$ cat src/rtl/maj_sort_pkg.sv
`timescale 1ns/1ps
package maj_sort_pkg;

  // number of compare-exchange cells for a supported width
  function automatic int unsigned net_cells(input int unsigned n);
    return (n == 4) ? 5 : 19;
  endfunction

  // upper lane of cell k (receives the OR)
  function automatic int unsigned cell_hi(input int unsigned n, input int unsigned k);
    int unsigned h4 [5]  = '{0, 2, 0, 1, 1};
    int unsigned h8 [19] = '{0, 2, 4, 6, 0, 1, 4, 5, 1, 5, 0, 1, 2, 3, 2, 3, 1, 3, 5};
    return (n == 4) ? h4[k % 5] : h8[k % 19];
  endfunction

  // lower lane of cell k (receives the AND)
  function automatic int unsigned cell_lo(input int unsigned n, input int unsigned k);
    int unsigned l4 [5]  = '{1, 3, 2, 3, 2};
    int unsigned l8 [19] = '{1, 3, 5, 7, 2, 3, 6, 7, 2, 6, 4, 5, 6, 7, 4, 5, 2, 4, 6};
    return (n == 4) ? l4[k % 5] : l8[k % 19];
  endfunction

endpackage

$ cat src/rtl/maj_cmp_cell.sv
`timescale 1ns/1ps
module maj_cmp_cell (
  input  logic a,
  input  logic b,
  output logic hi,
  output logic lo
);
  // larger bit goes up, smaller bit goes down
  assign hi = a | b;
  assign lo = a & b;
endmodule

$ cat src/rtl/maj_sort_net.sv
`timescale 1ns/1ps
module maj_sort_net #(
  parameter int unsigned N = 8
) (
  input  logic [N-1:0] bits_i,
  output logic [N-1:0] sorted_o
);
  localparam int unsigned NCELL = maj_sort_pkg::net_cells(N);

  logic lane [NCELL+1][N];

  for (genvar j = 0; j < N; j++) begin : g_io
    assign lane[0][j]  = bits_i[j];
    assign sorted_o[j] = lane[NCELL][j];
  end

  for (genvar k = 0; k < NCELL; k++) begin : g_cell
    localparam int unsigned UP = maj_sort_pkg::cell_hi(N, k);
    localparam int unsigned DN = maj_sort_pkg::cell_lo(N, k);

    maj_cmp_cell u_cell (
      .a  (lane[k][UP]),
      .b  (lane[k][DN]),
      .hi (lane[k+1][UP]),
      .lo (lane[k+1][DN])
    );

    for (genvar j = 0; j < N; j++) begin : g_pass
      if (j != UP && j != DN) begin : g_wire
        assign lane[k+1][j] = lane[k][j];
      end
    end
  end
endmodule

$ cat src/rtl/maj_out_stage.sv
`timescale 1ns/1ps
module maj_out_stage #(
  parameter int unsigned W   = 9,
  parameter bit          REG = 1'b1
) (
  input  logic         clk,
  input  logic         rst_n,
  input  logic         in_valid,
  output logic         in_ready,
  input  logic [W-1:0] in_word,
  output logic         out_valid,
  input  logic         out_ready,
  output logic [W-1:0] out_word
);
  if (REG) begin : g_reg
    logic         held_q;
    logic [W-1:0] word_q;
    logic         take;

    assign in_ready = !held_q || out_ready;
    assign take     = in_valid && in_ready;

    always_ff @(posedge clk) begin
      if (!rst_n) begin
        held_q <= 1'b0;
        word_q <= '0;
      end else begin
        if (take) begin
          word_q <= in_word;
          held_q <= 1'b1;
        end else if (out_ready) begin
          held_q <= 1'b0;
        end
      end
    end

    assign out_valid = held_q;
    assign out_word  = word_q;
  end else begin : g_comb
    assign in_ready  = out_ready;
    assign out_valid = in_valid;
    assign out_word  = in_word;
  end
endmodule

$ cat src/rtl/maj_sort_gate.sv
`timescale 1ns/1ps
module maj_sort_gate #(
  parameter int unsigned N       = 8,
  parameter bit          REG_OUT = 1'b1,
  parameter int unsigned THRESH  = N / 2 + 1
) (
  input  logic         clk,
  input  logic         rst_n,
  input  logic         in_valid,
  output logic         in_ready,
  input  logic [N-1:0] in_bits,
  output logic         out_valid,
  input  logic         out_ready,
  output logic         out_maj,
  output logic [N-1:0] out_sorted
);
  localparam int unsigned W = N + 1;

  logic [N-1:0] sorted_c;
  logic [W-1:0] word_c;
  logic [W-1:0] word_q;

  maj_sort_net #(.N(N)) u_net (
    .bits_i   (in_bits),
    .sorted_o (sorted_c)
  );

  // vote is the THRESH-th position from the top of the sorted vector
  assign word_c = {sorted_c[THRESH-1], sorted_c};

  maj_out_stage #(.W(W), .REG(REG_OUT)) u_stage (
    .clk       (clk),
    .rst_n     (rst_n),
    .in_valid  (in_valid),
    .in_ready  (in_ready),
    .in_word   (word_c),
    .out_valid (out_valid),
    .out_ready (out_ready),
    .out_word  (word_q)
  );

  assign out_maj    = word_q[N];
  assign out_sorted = word_q[N-1:0];
endmodule

$ cat config.mk
export PLATFORM = sky130hd
export DESIGN_NAME = maj_sort_gate
export DESIGN_NICKNAME = d
export VERILOG_FILES = /design/src/rtl/maj_sort_pkg.sv /design/src/rtl/maj_cmp_cell.sv /design/src/rtl/maj_sort_net.sv /design/src/rtl/maj_out_stage.sv /design/src/rtl/maj_sort_gate.sv
export SDC_FILE = /design/constraint.sdc
export NUM_CORES = 1
export LEC_CHECK = 0
export ABC_AREA = 1
export ABC_CLOCK_PERIOD_IN_PS = 1600
export CAP_MARGIN = 20
export CORE_MARGIN = 3
export CORE_UTILIZATION = 48
export DETAILED_ROUTE_END_ITERATION = 8
export PLACE_DENSITY = 0.79
export REMOVE_ABC_BUFFERS = 1
export SLEW_MARGIN = 20
export SYNTH_ARGS = -nofsm -noshare
export SYNTH_HDL_FRONTEND = slang
export SYNTH_HIERARCHICAL = 1
export SYNTH_SLANG_ARGS = --single-unit
$ cat constraint.sdc
create_clock -name clk -period 1.6 [get_ports clk]
set_input_delay 0.32 -clock clk [delete_from_list [all_inputs] [get_ports clk]]
set_output_delay 0.32 -clock clk [all_outputs]
set_load 0.005 [all_outputs]
* After elaboration in Yosys (flattened, before gate mapping)
Index checks and enable logic that the tools add are counted.
** Storage, ports and cells
- Register bits after elaboration :: 10
- Logic and storage cells :: 46
** Cells by class
- Multiplexer cells :: 2
- Bitwise operators :: 38
- Reduce and logical (&&, ||, !) cells :: 4
** Operator list (number)
- $and 1x1->1 :: 19
- $or 1x1->1 :: 19
- $mux 1 :: 2
- $reduce_bool 2->1 :: 1
- $logic_and 1x1->1 :: 1
- $logic_not 1->1 :: 1
- $logic_or 1x1->1 :: 1

* Depth between registers and ports, before layout
- Depth after elaboration :: 6
- Gate-level depth with buffers :: 17
- Depth with buffers taken out :: 16

* Cells and area by module
Netlist, hierarchy kept.
** By module, submodules not included
- maj_out_stage :: instances 1, cells each 64, area each 480.5 sq um, sequential area each 200.2 sq um
- maj_cmp_cell :: instances 19, cells each 5, area each 18.8 sq um, sequential area each 0.0 sq um
- maj_sort_net :: instances 1, cells each 8, area each 60.1 sq um, sequential area each 0.0 sq um

* Least setup slack after synthesis
Ideal clock, no wire load.
- Kind :: input port to flip-flop
- From :: in in_bits[0]
- To :: reg u_stage.g_reg.word_q[4], in the netlist u_stage/out_word[4]
- Setup time :: 0.115 ns
- Data arrival time :: 1.158 ns
- Required time :: 1.485 ns
- Path slack :: 0.327 ns
- Stages :: 17
- Path through :: nand2_1 inv_1 inv_1 nand2_1 inv_1 nand2_1 nand2_1 inv_1 inv_1 nand2_1 nand2_1 inv_1 buf_4 inv_1 nand3_1 nand2_1 nor2_1
** RTL lines
- from (decl) :: line maj_sort_gate.sv:11 : input logic [N-1:0] in_bits,
- to (signal assigned) :: line maj_out_stage.sv:29 : word_q <= in_word;
- to (decl) :: line maj_out_stage.sv:17 : logic [W-1:0] word_q;

* Final worst setup path
- From :: reg u_stage.g_reg.word_q[8], in the netlist u_stage/out_word[8]
- To :: out out_maj
** RTL lines
- to (decl) :: line maj_sort_gate.sv:14 : output logic out_maj,
No word-level cell between the ends.

==> impl_metrics.json <==
{
  "crit_type": "flop to primary output",
  "fin_nets": 196,
  "dieHeight_um": 49.2,
  "routed_via_density": 4.12,
  "power_density_nw_per_um2": 634,
  "worstReg2RegEnd": "u_stage/out_word[5]",
  "htree_num_levels": 1,
  "post-route-period-util_pct": 89.5,
  "p_seq_share_pct": 38.8,
  "antenna_left": 0,
  "core_area_sq_um": 1630,
  "cts_tree": "built",
  "insertion_delay_ps": 260,
  "antenna_found_initial": 0,
  "netlist_area_sq_um": 897,
  "clockPowerShare_pct": 31.3,
  "cts.sinks": 10,
  "grt_first_pass_wirelength_um": 2710,
  "switching_share_pct": 28.5,
  "antenna_cells": 0,
  "path_buf_inv": 1,
  "crit_path_start_kind": "flop",
  "p_total_uw": 717,
  "whs_endpoint": "u_stage/out_word[3]",
  "power_switching_uw": 205,
  "grtUsageTotal_pct": 13.8,
  "hold_path_class": "flop to flop",
  "slew_viol_final": 0,
  "hold_start": "u_stage/out_word[3]",
  "die_w_um": 49.2,
  "seq_area_frac_synth_pct": 22.3,
  "ys_seq_elements": 10,
  "areaGrowthSynthToFinish_pct": 26.1,
  "setup_slack_ps": 169,
  "cp.depth": 1,
  "peakVddDrop_mv": 0.473,
  "internal_power_uw": 512,
  "pwr-share-comb_pct": 29.9,
  "rsz0062_at_grt": "false",
  "fin_skew_ps": 4.15,
  "yosysWarnings": 6,
  "drc_errors": 0,
  "mostFrequentLayoutCells": "62 x inv_1, 38 x nand2_1, 13 x clkdlybuf4s50_1",
  "start_util_pct": 55.1,
  "avgSynthCellArea_sq_um": 5.37,
  "numCtsBuffers": 3,
  "status": "complete, no violations",
  "drv_cap": 0,
  "hold_violations": 0,
  "synthDistinctLibCells": 14,
  "die_area_sq_um": 2420,
  "r2r_slack_ps": 660,
  "grt_max_degree": 20,
  "vias": 852,
  "layout-drive-gt1-share_pct": 14.2,
  "max_stage_delay_ps": 500,
  "drt_iter0_drc": 17,
  "cts-root-buf": "clkbuf_4",
  "cts_buffer_depth": 2,
  "dpl.hpwl_um": 1260,
  "crit_path_end_kind": "primary output",
  "cp_max_fo": 2,
  "reg2reg_depth": 5,
  "place_congestion": 0.732,
  "firstDrtPassIters": 5,
  "wl_per_cell_um": 7.74,
  "wl_um": 1600,
  "grt_remaining_overflow": 0,
  "hold-path-cell-count": 2,
  "path_cells": "clkdlybuf4s50_1",
  "ctsHoldBuffers": 0,
  "fmax_mhz": 699,
  "r2r_start": "u_stage/out_valid",
  "synth_cells": 167,
  "tightest_slew_ps": 336,
  "crit_required_ps": 1280,
  "setup_viol": 0,
  "cpMaxStageDelayCell": "clkdlybuf4s50_1",
  "ios": 23,
  "grt_pass1_vias": 706,
  "rows": 14,
  "final_common_cell": "inv_1",
  "cp_top_family": "buffers and inverters",
  "period_needed_ps": 1430,
  "leakage_nw": 0.843,
  "portBuffers": 22,
  "arrival_ps": 1110,
  "clk_pin_slew_ps": 70,
  "slew_headroom_pct": 77.5,
  "place_ws_ps": -214
}
power groups by stage:
stage / registers, mW / logic, mW / clock network (mW)
6_report: 0.278 / 0.214 / 0.224
5_1_grt: 0.280 / 0.243 / 0.245
4_1_cts: 0.279 / 0.205 / 0.230
3_5_place_dp: 0.284 / 0.205 / 0
3_3_place_gp: 0.283 / 0.199 / 0
2_1_floorplan: 0.286 / 0.104 / 0
layout make-up:
cell class / instances / area (sq um)
fillers: 155 / 498
well taps: 24 / 30.0
inverters: 68 / 255
clock buffers: 4 / 36.3
multi-input cells: 76 / 348
repair buffers: 25 / 262
flip-flops and latches: 10 / 200
cells in the mapped netlist (all sizes together):
| library cell | instances | share of area (%) |
|---|---|---|
| dfxtp | 10 | 22 |
| a21oi | 9 | 5.9 |
| buf | 11 | 11 |
| inv | 68 | 28 |
| nor2 | 9 | 3.8 |
| nand2 | 48 | 20 |
| nand3 | 9 | 5.0 |
| clkbuf | 2 | 2.1 |
| a21boi | 1 | 1.3 |
worst max-delay path by stage:
stage	slack [ps]	endpoint	startpoint
after floorplan	420	u_stage/out_word[4]	in_bits[0]
after CTS	60	u_stage/out_word[4]	in_bits[5]
after global placement	-170	u_stage/out_word[4]	in_bits[2]
after global routing	110	out_maj	u_stage/out_word[8]
after detailed placement	-210	u_stage/out_word[4]	in_bits[5]
final	170	out_maj	u_stage/out_word[8]
metal layers:
layer / global-route usage (%) / vias to the layer above / share of wire (%)
met5: 0 / - / 0
met4: 4.27 / 0 / 0.87
met3: 3.98 / 2 / 4.1
met2: 24.3 / 17 / 50
met1: 15.8 / 358 / 45
li1: - / 475 / -
sequential cells by signal (all words and copies together), names as in the netlist:
name	count
u_stage/out_word	9
u_stage/out_valid	1
kinds of logic after synthesis:
family          count (synthesis)  synth area share (%)
compound gates                 10                  7.11
simple gates                   66                  29.1
flops                          10                  22.3
buf+inv                        81                  41.4
per-stage QoR:
step	hold slack (ps)	util, %	area (sq um)	TNS [ps]	instances
after floorplan	441	-	781	0	154
after global placement	465	64.7	1050	-1100	203
after detailed placement	473	64.7	1050	-1440	203
after CTS	491	66.8	1090	0	207
after global routing	513	69.4	1130	0	207
final	481	69.4	1130	0	207
timing repair:
item	CTS	global route
buffers inserted	0	0
setup endpoints to repair	1	7
pin swaps	0	4
resized for setup	1	23
Note: power is estimated with default switching activity, not from simulation.
